`config.mk`:
```
export PLATFORM = sky130hd
export DESIGN_NAME = irq_pin_ctrl
export DESIGN_NICKNAME = d
export VERILOG_FILES = /design/src/rtl/irq_pin_pkg.sv /design/src/rtl/irq_pending.sv /design/src/rtl/irq_pulse_timer.sv /design/src/rtl/irq_pin_driver.sv /design/src/rtl/irq_pin_ctrl.sv
export SDC_FILE = /design/constraint.sdc
export NUM_CORES = 1
export LEC_CHECK = 0
export BUFFER_PORTS_ARGS = -buffer_cell sky130_fd_sc_hd__buf_2
export CORE_UTILIZATION = 42
export DETAILED_ROUTE_END_ITERATION = 10
export GPL_TIMING_DRIVEN = 0
export PLACE_DENSITY = 0.82
export RECOVER_POWER = 50
export SLEW_MARGIN = 20
export SYNTH_ARGS = -nofsm -noshare
export SYNTH_HDL_FRONTEND = slang
export SYNTH_SLANG_ARGS = --single-unit
```
`constraint.sdc`:
```
create_clock -name clk -period 1.88 [get_ports clk]
set_clock_uncertainty 0.2 [all_clocks]
set_input_delay 0.188 -clock clk [delete_from_list [all_inputs] [get_ports clk]]
set_output_delay 0.188 -clock clk [all_outputs]
set_load 0.02 [all_outputs]
```
`src/rtl/irq_pin_pkg.sv`:
```
package irq_pin_pkg;

    localparam int NUM_SRC         = 2;
    localparam int SRC_DRDY        = 0;
    localparam int SRC_BFULL       = 1;

    localparam int ROUTE_DRDY_BIT  = 4;
    localparam int ROUTE_BFULL_BIT = 6;

    localparam int CFG_EN_BIT      = 5;
    localparam int CFG_POL_BIT     = 4;
    localparam int CFG_PULSE_BIT   = 3;

    typedef logic [NUM_SRC-1:0] src_vec_t;

    typedef enum logic {
        STYLE_LATCHED = 1'b0,
        STYLE_PULSE   = 1'b1
    } pin_style_e;

    typedef struct packed {
        logic       enable;
        logic       act_high;
        pin_style_e style;
    } pin_cfg_t;

    function automatic pin_cfg_t decode_pin_cfg(input logic [7:0] raw);
        pin_cfg_t c;
        c.enable   = raw[CFG_EN_BIT];
        c.act_high = raw[CFG_POL_BIT];
        c.style    = pin_style_e'(raw[CFG_PULSE_BIT]);
        return c;
    endfunction

    function automatic src_vec_t routed_mask(input logic drdy_en, input logic [7:0] route);
        src_vec_t m;
        m[SRC_DRDY]  = drdy_en & route[ROUTE_DRDY_BIT];
        m[SRC_BFULL] = route[ROUTE_BFULL_BIT];
        return m;
    endfunction

    function automatic logic pin_level(input logic active, input logic act_high);
        return active ? act_high : ~act_high;
    endfunction

endpackage

```
`src/rtl/irq_pending.sv`:
```
module irq_pending
    import irq_pin_pkg::*;
#(
    parameter int N = NUM_SRC
) (
    input  logic         clk,
    input  logic         rst,
    input  logic [N-1:0] set_i,
    input  logic [N-1:0] clr_i,
    output logic [N-1:0] pend_o
);

    for (genvar k = 0; k < N; k++) begin : g_bit
        logic q;
        always_ff @(posedge clk) begin
            if (rst)           q <= 1'b0;
            else if (set_i[k]) q <= 1'b1;
            else if (clr_i[k]) q <= 1'b0;
        end
        assign pend_o[k] = q;

        AST_PEND_SET: assert property (@(posedge clk) disable iff (rst)
            set_i[k] |=> pend_o[k]);
        AST_PEND_CLR: assert property (@(posedge clk) disable iff (rst)
            (clr_i[k] && !set_i[k]) |=> !pend_o[k]);
    end

endmodule

```
`src/rtl/irq_pulse_timer.sv`:
```
module irq_pulse_timer #(
    parameter int PULSE_CYCLES = 2000
) (
    input  logic clk,
    input  logic rst,
    input  logic load_i,
    output logic active_o
);

    localparam int CW = $clog2(PULSE_CYCLES + 1);
    localparam logic [CW-1:0] RELOAD = CW'(PULSE_CYCLES);

    logic [CW-1:0] cnt;

    always_ff @(posedge clk) begin
        if (rst)              cnt <= '0;
        else if (load_i)      cnt <= RELOAD;
        else if (cnt != '0)   cnt <= cnt - CW'(1);
    end

    assign active_o = (cnt != '0);

    AST_PULSE_RELOAD: assert property (@(posedge clk) disable iff (rst)
        load_i |=> (cnt == RELOAD));
    AST_PULSE_COUNTDOWN: assert property (@(posedge clk) disable iff (rst)
        (active_o && !load_i) |=> (cnt == $past(cnt) - CW'(1)));
    AST_PULSE_BOUND: assert property (@(posedge clk) disable iff (rst)
        cnt <= RELOAD);

endmodule

```
`src/rtl/irq_pin_driver.sv`:
```
module irq_pin_driver
    import irq_pin_pkg::*;
(
    input  pin_cfg_t cfg_i,
    input  logic     pulse_active_i,
    input  logic     latch_active_i,
    output logic     pin_o
);

    logic active;

    always_comb begin
        active = 1'b0;
        if (cfg_i.enable) begin
            unique case (cfg_i.style)
                STYLE_PULSE:   active = pulse_active_i;
                STYLE_LATCHED: active = latch_active_i;
                default:       active = 1'b0;
            endcase
        end
        pin_o = pin_level(active, cfg_i.act_high);
    end

endmodule

```
`src/rtl/irq_pin_ctrl.sv`:
```
module irq_pin_ctrl
    import irq_pin_pkg::*;
#(
    parameter int PULSE_CYCLES = 2000
) (
    input  logic       clk,
    input  logic       rst,
    input  logic       evt_drdy_i,
    input  logic       evt_bfull_i,
    input  logic       drdy_en_i,
    input  logic [7:0] route_i,
    input  logic [7:0] pin_cfg_i,
    input  logic [1:0] clr_i,
    output logic       int_pin_o,
    output logic [1:0] pending_o
);

    pin_cfg_t cfg;
    src_vec_t evt, mask, pend;
    logic     fire, latch_active, pulse_active;
    logic     unused_cfg_bits;

    assign cfg  = decode_pin_cfg(pin_cfg_i);
    assign mask = routed_mask(drdy_en_i, route_i);

    always_comb begin
        evt            = '0;
        evt[SRC_DRDY]  = evt_drdy_i;
        evt[SRC_BFULL] = evt_bfull_i;
    end

    assign fire         = (|(evt & mask)) && cfg.enable && (cfg.style == STYLE_PULSE);
    assign latch_active = |(pend & mask);

    assign unused_cfg_bits = ^{route_i[7], route_i[5], route_i[3:0],
                               pin_cfg_i[7:6], pin_cfg_i[2:0]};

    irq_pending #(.N(NUM_SRC)) u_pending (
        .clk    (clk),
        .rst    (rst),
        .set_i  (evt),
        .clr_i  (clr_i),
        .pend_o (pend)
    );

    irq_pulse_timer #(.PULSE_CYCLES(PULSE_CYCLES)) u_timer (
        .clk      (clk),
        .rst      (rst),
        .load_i   (fire),
        .active_o (pulse_active)
    );

    irq_pin_driver u_driver (
        .cfg_i          (cfg),
        .pulse_active_i (pulse_active),
        .latch_active_i (latch_active),
        .pin_o          (int_pin_o)
    );

    assign pending_o = pend;

    AST_FIRE_STARTS_PULSE: assert property (@(posedge clk) disable iff (rst)
        (fire && $stable(pin_cfg_i)) ##1 $stable(pin_cfg_i)
            |-> (int_pin_o == pin_cfg_i[CFG_POL_BIT]));
    AST_NO_UNROUTED_FIRE: assert property (@(posedge clk) disable iff (rst)
        fire |-> ((evt_drdy_i && drdy_en_i && route_i[ROUTE_DRDY_BIT])
                  || (evt_bfull_i && route_i[ROUTE_BFULL_BIT])));

endmodule

```
==> flow_metrics.tcl <==
set metrics [dict create \
    swShare 0.3986 \
    via_per_inst 5.945 \
    io_buffers 13 \
    tritoncts "done" \
    drv_cap 0 \
    hold_viol_final 0 \
    numClockSinks 13 \
    finalNonFillerCells 128 \
    layout_common_cells "buf_4, buf_2, dfxtp_1" \
    timing.final.crit_share 1.181 \
    initial_core_util 0.4610 \
    gp_congestion 0.8371 \
    power_density_nw_per_um2 1697 \
    yosysWarningCount 0 \
    gr-total-overflow 0 \
    run_status "finished with violations" \
    die_y_um 43.14 \
    violations "setup timing" \
    rsz0062_at_grt "true" \
    synth_seq_area_share 0.3662 \
    place.detailed.hpwl_mm 1.193 \
    die_x_um 43.14 \
    initialDrtViolationCount 31 \
    grt.total_usage 0.2263 \
    synth_edf_count 0 \
    syn-num-nets 108 \
    hp-start "clr_i[0]" \
    layout.cells.most_common "buf_4" \
    core_area_um2 1541 \
    critical_path_class "register to output pin" \
    cp.required_ns 1.49 \
    cp-end-kind "output pin" \
    vias 761 \
    avgSynthCellArea_um2 8.562 \
    clk_path_buf_depth 2 \
    clockPowerShare 0.106 \
    fin_ws_ns -0.3399 \
    maxSlewHeadroom 0.7794 \
    yosys.area.top_type "dfxtp_1" \
    synth-main-ff-cell "dfxtp_1" \
    critPathMaxFanout 5 \
    drc_errors 0 \
    io_pins 26 \
    wl_per_cell_um 15.64 \
    async_reset_ff_frac 0 \
    worst_pin_slew_ns 0.3278 \
    peakVddDrop_mv 1.058 \
    final_antenna_net_count 0 \
    max_freq_ghz 0.4505 \
    syn_inst 83 \
    grt_max_degree 10 \
    p_sw_w 0.0006678 \
    synthToLayoutAreaGrowth_pct 38.91 \
    dp_cells 112 \
    netlist_area_um2 710.7 \
    p_seq_frac 0.297 \
    utilization 0.6404 \
    row_count 14 \
    ys_ff_latch 13 \
    finalNetCount 138 \
    p_int_w 0.001008 \
    worstPathArrival_ns 1.83 \
    die_area_um2 1861 \
    cp-startpoint "u_timer.cnt[3]" \
    wl_mm 2.002 \
    num_antenna_cells 0 \
    ctsRootBufferMaster "clkbuf_4" \
    antenna_found_initial 0 \
    htree_levels 1 \
    yosysTopAreaCellShare 0.3662 \
    p_leak_nw 0.4047 \
    path_clk_slew_ns 0.07 \
    min_period_ns 2.220 \
    first_pass_iters 4 \
    finalSetupViolCount 5 \
    synthDistinctLibCells 29 \
    drv_slew 0 \
    clock_latency_ns 0.29 \
    timing.rr.start "u_timer.cnt[1]" \
    synthTopCellsByArea "dfxtp_1, a31oi_1, or3_1" \
    grt_pass1_wl_mm 3.111 \
    cp-start-kind "register" \
    first_global_vias 678 \
    drive_above_1_share 0.4196 \
    numCtsBuffers 3 \
    comb_power_share 0.598 \
    hp-class "input port to register" \
]
power by group through the flow:
| stage | Combinational [W] | Sequential [W] | Clock, W |
|---|---|---|---|
| 2_1_floorplan | 0.000591 | 0.000454 | 0 |
| 3_3_place_gp | 0.000683 | 0.000476 | 0 |
| 3_5_place_dp | 0.000710 | 0.000483 | 0 |
| 4_1_cts | 0.000886 | 0.000480 | 0.000178 |
| 5_1_grt | 0.00109 | 0.000511 | 0.000190 |
| 6_report | 0.00100 | 0.000497 | 0.000177 |
area by class of cell:
class / count / area, µm²
Buffer: 3 / 22.52
Clock buffer: 4 / 26.28
Fill cell: 127 / 554.3
Inverter: 5 / 23.77
Multi-Input combinational cell: 62 / 459.2
Sequential cell: 13 / 272.8
Tap cell: 16 / 20.02
Timing Repair Buffer: 25 / 162.7
per-stage QoR:
step | instance area (µm²) | setup TNS (ns) | hold WS (ns) | setup slack (ns) | total power, W
5_1_grt | 987.2 | -0.9400 | 0.03809 | -0.3848 | 0.001788
3_5_place_dp | 813.3 | -0.3570 | 0.2281 | -0.1801 | 0.001193
4_1_cts | 953.4 | -0.5224 | 0.01023 | -0.2930 | 0.001544
6_report | 987.2 | -0.6540 | 0.04014 | -0.3399 | 0.001675
2_1_floorplan | 728.2 | -0.1113 | 0.1054 | -0.08865 | 0.001045
3_3_place_gp | 813.3 | -0.3198 | 0.2146 | -0.1623 | 0.001159
cells in the mapped netlist (2+ instances only):
cell type	n
nor3_1	2
ha_1	2
or3_1	6
buf_4	3
o31ai_1	2
inv_1	5
a31oi_1	6
nand3_1	3
xnor2_1	2
nand2_1	6
dfxtp_1	13
or4_4	2
a21oi_1	6
nor2_1	7
nand3b_1	4
worst max-delay path: stages (launching register included):
cell and delay (ns):
dfxtp_2 0.35, or4_4 0.58, nor3_4 0.23, a221oi_2 0.11
xnor2_2 0.13, buf_4 0.16
sequential cells by signal, summed over array words and instances, names as in the netlist:
name,flops
u_timer.cnt,11
u_pending.g_bit.q,2
cells by family after synthesis:
group           synth area share
simple gates              0.3557
xor+xnor                 0.02465
compound gates            0.1602
buf+inv                  0.05810
flops                     0.3662
fa+ha+maj                0.03521
worst paths after layout:
path	to	slack, ns	cells after the start
setup / recovery	int_pin_o	-0.34	5
hold / removal	u_pending.g_bit[0].q	0.04	4
setup reg to reg	u_timer.cnt[8]	-0.09	6
hold reg to reg	u_timer.cnt[3]	0.31	2
what timing repair did:
action	4_1_cts	5_1_grt
pin swaps	6	6
hold buffers	4	0
hold endpoints to repair	8	0
endpoints found under the setup margin	4	8
setup buffers	6	3
gates resized for setup	11	8
metal layers:
layer	vias to the layer above	track usage	routed length (µm)
li1	364	-	-
met1	367	0.2578	761
met2	21	0.3791	1108
met3	9	0.07660	77
met4	0	0.09697	54
met5	-	0	0
Note: power is estimated with default switching activity, not from simulation.
